$ cat src/rtl/stream_chk_pkg.sv
// Package: shared types and Gray helpers for the symbol stream monitor.
// Assumes symbol counts never exceed two, so two bits suffice.
package stream_chk_pkg;

    typedef enum logic {
        MODE_SINGLE = 1'b0,
        MODE_PAIR   = 1'b1
    } trk_mode_e;

    localparam int CNT_W = 2;

    // Convert a binary count to its Gray form.
    function automatic logic [CNT_W-1:0] bin2gray(input logic [CNT_W-1:0] b);
        return b ^ (b >> 1);
    endfunction

    // Convert a Gray code back to a binary count.
    function automatic logic [CNT_W-1:0] gray2bin(input logic [CNT_W-1:0] g);
        logic [CNT_W-1:0] b;
        b[CNT_W-1] = g[CNT_W-1];
        for (int i = CNT_W - 2; i >= 0; i--) begin
            b[i] = b[i+1] ^ g[i];
        end
        return b;
    endfunction

endpackage

$ cat src/rtl/dst_tracker.sv
// Destination-side tracker: compares each outgoing symbol with the
// synchronized source count and raises duplication, creation, ordering
// and (on drain) loss flags. Assumes the channel latency exceeds the
// synchronizer delay, as any real clock-crossing channel's does.
module dst_tracker
    import stream_chk_pkg::*;
#(
    parameter int DATA_W = 16
) (
    input  logic              clk,
    input  logic              rst_n,
    input  logic              fire,
    input  logic [DATA_W-1:0] data,
    input  logic [DATA_W-1:0] symbol,
    input  logic              mode,
    input  logic [CNT_W-1:0]  src_gray,
    input  logic              drain,
    output logic              err_loss,
    output logic              err_dup,
    output logic              err_create,
    output logic              err_order,
    output logic              done
);
    logic [CNT_W-1:0] src_cnt, limit;
    logic [CNT_W-1:0] cnt, cnt_nxt;
    logic             last_sym, last_nxt;
    logic             dup_hit, create_hit, order_hit, loss_hit;

    assign src_cnt = gray2bin(src_gray);
    assign limit   = (mode == MODE_PAIR) ? CNT_W'(2) : CNT_W'(1);

    // Classify the current destination transfer.
    always_comb begin
        cnt_nxt    = cnt;
        last_nxt   = last_sym;
        dup_hit    = 1'b0;
        create_hit = 1'b0;
        order_hit  = 1'b0;
        if (fire) begin
            last_nxt = (data == symbol);
            if (data == symbol) begin
                if (cnt == limit) begin
                    dup_hit = 1'b1;
                end else begin
                    cnt_nxt = cnt + CNT_W'(1);
                    if (src_cnt <= cnt)
                        create_hit = 1'b1;
                    else if (mode == MODE_PAIR && cnt == CNT_W'(1) && !last_sym)
                        order_hit = 1'b1;
                end
            end
        end
        loss_hit = drain && (src_cnt > cnt);
    end

    // State update and sticky flags.
    always_ff @(posedge clk) begin
        if (!rst_n) begin
            cnt        <= '0;
            last_sym   <= 1'b0;
            err_loss   <= 1'b0;
            err_dup    <= 1'b0;
            err_create <= 1'b0;
            err_order  <= 1'b0;
            done       <= 1'b0;
        end else begin
            cnt        <= cnt_nxt;
            last_sym   <= last_nxt;
            err_loss   <= err_loss   | loss_hit;
            err_dup    <= err_dup    | dup_hit;
            err_create <= err_create | create_hit;
            err_order  <= err_order  | order_hit;
            done       <= done       | drain;
        end
    end
endmodule

$ cat config.mk
export PLATFORM = sky130hd
export DESIGN_NAME = dst_tracker
export DESIGN_NICKNAME = d
export VERILOG_FILES = /design/src/rtl/stream_chk_pkg.sv /design/src/rtl/dst_tracker.sv
export SDC_FILE = /design/constraint.sdc
export NUM_CORES = 1
export LEC_CHECK = 0
export ABC_AREA = 1
export BUFFER_PORTS_ARGS = -buffer_cell sky130_fd_sc_hd__buf_2
export CAP_MARGIN = 20
export CORE_MARGIN = 5
export CORE_UTILIZATION = 35
export DETAILED_ROUTE_END_ITERATION = 10
export PLACE_DENSITY = 0.73
export SETUP_SLACK_MARGIN = 0.3
export SLEW_MARGIN = 20
export SYNTH_ARGS = -nofsm -noshare
export SYNTH_HDL_FRONTEND = slang
export SYNTH_SLANG_ARGS = --single-unit
$ cat constraint.sdc
create_clock -name clk -period 1.4 [get_ports clk]
set_clock_uncertainty 0.2 [all_clocks]
set_input_delay 0.07 -clock clk [delete_from_list [all_inputs] [get_ports clk]]
set_output_delay 0.07 -clock clk [all_outputs]
set_load 0.02 [all_outputs]
==> run_results.csv <==
group,metric,value,unit
synthesis,syn-num-nets,171,
setup_path,path_class,"flip-flop to flip-flop",
detailed_routing,routed_wl,2020,um
worst_hold_path,holdCritPathClass,"input port to flip-flop",
setup_path,worst-endpoint-arrival,1.43,ns
power,p_switching,0.183,mW
die,start_util,36.8,%
die,coreArea,1980,um^2
die,fp.dieH,55.7,um
timing,grt_setup_unrepaired,"true",
die,placementRows,16,
die,io_pins,44,
grt,grt_pass1_wl,3300,um
setup_path,cp.buffers_inverters,3,
cells_and_area,nets,226,
power,p_int,0.424,mW
die,dieArea,3100,um^2
clock_network,cts_tree,"yes",
detailed_routing,routed_via_density,4.29,
setup_path,path_common_cell,"inv_2",
timing,worstMarginPinSlew,0.245,ns
clock_network,htreeDepth,1,
timing,finalHoldViolCount,0,
clock_network,clk_latency,0.25,ns
setup_path,cp_data_required_time,1.34,ns
placed_design,place_ws,-0.0939,ns
timing,slew_viol_final,0,
clock_network,clk_pin_slew,0.06,ns
setup_path,cpMaxStageDelayCell,"dfxtp_2",
power,pwr-share-seq,38.3,%
detailed_routing,post-route-drc-count,0,
detailed_routing,wire_per_inst,9.66,um
placed_design,dp_cells,201,
power,swShare,30.2,%
detailed_routing,first_pass_iters,4,
detailed_routing,vias,896,
detailed_routing,drtIter0Drc,15,
job,drv_cap,0,
power,power_density,534,nW/um^2
status,outcome,"finished with violations",
power,ir_drop,0.000400,V
timing,timing.slew.headroom,83.7,%
timing,max_freq,671,MHz
power,power_frac_comb,32.0,%
status,violations,"setup timing",
cells_and_area,final_area,1140,um^2
setup_path,r2r_start,"cnt[1]",
synthesis,post-synth-top-area-fraction,22.0,%
timing,setup_ws,-0.0908,ns
synthesis,synth_area_leaders,"dfxtp_1 (22%), nand2_1 (19%), inv_1 (15%), nor2_1 (13%), ha_1 (5.1%)",
synthesis,ys_seq_area_share,22.0,%
grt,grt_overflow,0,
cells_and_area,fin_cells,209,
synthesis,netlist-cell-type-count,19,
clock_network,clk_path_buf_depth,2,
placed_design,dp_hpwl,1560,um
timing,setup_viol,4,
setup_path,worst-path-stages,8,
placed_design,gp_congestion,0.733,
cells_and_area,n_fill_cell,195,
setup_path,cp-start-kind,"flip-flop",
synthesis,yosys_warnings,0,
detailed_routing,antenna_left,0,
cells_and_area,areaGrowthSynthToFinish,55.9,%
synthesis,syn_area_per_cell,5.65,um^2
grt,globalRouteTotalUtil,12.8,%
grt,antenna_found_initial,0,
clock_network,clock-sinks,8,
timing,post-route-period-util,106,%
power,power_leakage,0.688,nW
grt,grt_pass1_vias,898,
worst_hold_path,min-delay-start,"mode",
grt,grt_max_degree,8,
cells_and_area,drive_gt1_share,39.0,%
setup_path,slowest_delay,0.33,ns
setup_path,reg2reg_depth,8,
cells_and_area,antenna_cells,0,
setup_path,crit_path_cell_trace,"inv_2 > ha_4 > inv_2 > o21bai_4 > buf_6 > nand2_2 > nand4_1 > a21oi_1",
setup_path,startpoint,"cnt[1]",
synthesis,synth_cells,129,
timing,min_period,1.49,ns
timing,tns,-0.185,ns
die,die_w,55.7,um
worst_hold_path,hold-path-cell-count,7,
clock_network,cts_root_buffer,"clkbuf_4",
synthesis,synth_area,729,um^2
setup_path,cpLargestDelayFamily,"flip-flops",
synthesis,yosysTopAreaCell,"dfxtp_1",
placed_design,portBuffers,43,
placed_design,placed_area,1010,um^2
clock_network,cts_buffers,3,
setup_path,end_kind,"flip-flop",
synthesis,ys_ff_latch,8,
setup_path,cp_max_fo,2,
power,p_clk_share,29.7,%
metrics by stage:
step	power [mW]	utilization, %	hold WS (ns)
after floorplan	0.330	-	-0.0170
after detailed placement	0.414	50.9	0.111
after global placement	0.406	50.9	0.107
final	0.608	57.4	0.0767
after CTS	0.605	54.5	0.0831
after global routing	0.651	57.4	0.127
worst paths after layout:
path | end | slack [ns]
max | err_create | -0.09
max reg2reg | err_create | -0.09
min | err_order | 0.08
min reg2reg | err_create | 0.25
Yosys cell counts:
master	count
a21oi_1	5
clkinv_1	1
dfxtp_1	8
ha_1	3
inv_1	29
nand2_1	37
nand2_2	1
nand3_1	3
nand3_2	1
nand4_1	4
nor2_1	25
nor2_2	2
nor2_4	1
nor2_8	1
o21ai_0	1
o21ai_1	1
o21bai_1	1
xnor2_1	1
xor2_1	4
cell usage in the layout, fill, tap and decap left out:
master         synthesis  final
nor2_4                 1      2
o21ai_1                1      2
nand2_1               37     35
nor2_2                 2      3
nand2_2                1      3
dfxtp_4                0      1
o21bai_4               0      1
dlygate4sd3_1          0      3
nand4_1                4      4
nor2_1                25     23
inv_1                 29     25
ha_4                   0      2
ha_1                   3      1
a21oi_1                5      4
buf_6                  0      3
dfxtp_1                8      6
xnor2_1                1      1
buf_4                  0      1
a21oi_2                0      1
buf_2                  0     43
clkbuf_4               0      3
inv_2                  0      4
xor2_1                 4      4
nor2_8                 1      1
clkinv_1               1      1
nand3_1                3      2
dfxtp_2                0      1
nand3_2                1      2
power groups by stage:
| stage | Combinational, mW | Sequential [mW] | Clock [mW] |
|---|---|---|---|
| after detailed placement | 0.174 | 0.239 | 0 |
| after CTS | 0.183 | 0.234 | 0.188 |
| after global routing | 0.223 | 0.233 | 0.195 |
| final | 0.194 | 0.233 | 0.181 |
| after floorplan | 0.0846 | 0.245 | 0 |
| after global placement | 0.167 | 0.239 | 0 |
routing by layer:
metal | up-vias | track usage, % | part of all wire, %
li1 | 488 | - | -
met1 | 380 | 13.6 | 37
met2 | 23 | 23.6 | 56
met3 | 5 | 1.39 | 4.7
met4 | 0 | 8.33 | 2.7
met5 | - | 0 | 0
cell type report:
| type | instances | area (um^2) | share of cell area [%] |
|---|---|---|---|
| inverters | 30 | 113 | 9.90 |
| flip-flops and latches | 8 | 165 | 14.5 |
| well taps | 27 | 33.8 | 2.97 |
| clock buffers | 3 | 22.5 | 1.98 |
| repair buffers | 50 | 287 | 25.2 |
| multi-input cells | 91 | 517 | 45.4 |
worst reg2reg max path, cell delays in order, from the launching register on:
cell and delay, ns:
dfxtp_2 0.33, inv_2 0.05, ha_4 0.26, inv_2 0.04, o21bai_4 0.13, buf_6 0.12
nand2_2 0.05, nand4_1 0.12, a21oi_1 0.08
state kept, by name (all words and copies together), names as in the netlist:
register	count
cnt	2
done	1
err_create	1
err_dup	1
err_loss	1
err_order	1
last_sym	1
what timing repair did:
action / CTS / global route
hold buffers: 3 / 1
endpoints found under the setup margin: 6 / 8
gates resized for setup: 2 / 15
pin swaps: 8 / 8
setup buffers: 2 / 0
endpoints found under the hold margin: 8 / 3
logic make-up (layout without fill, tap and decap cells):
group	Yosys count	in the layout	synth area share [%]
fa+ha+maj	3	3	5.15
flops	8	8	22.0
buf+inv	30	83	15.4
xor+xnor	5	5	6.00
compound gates	8	8	5.83
simple gates	75	75	45.6
Note: power is estimated with default switching activity, not from simulation.
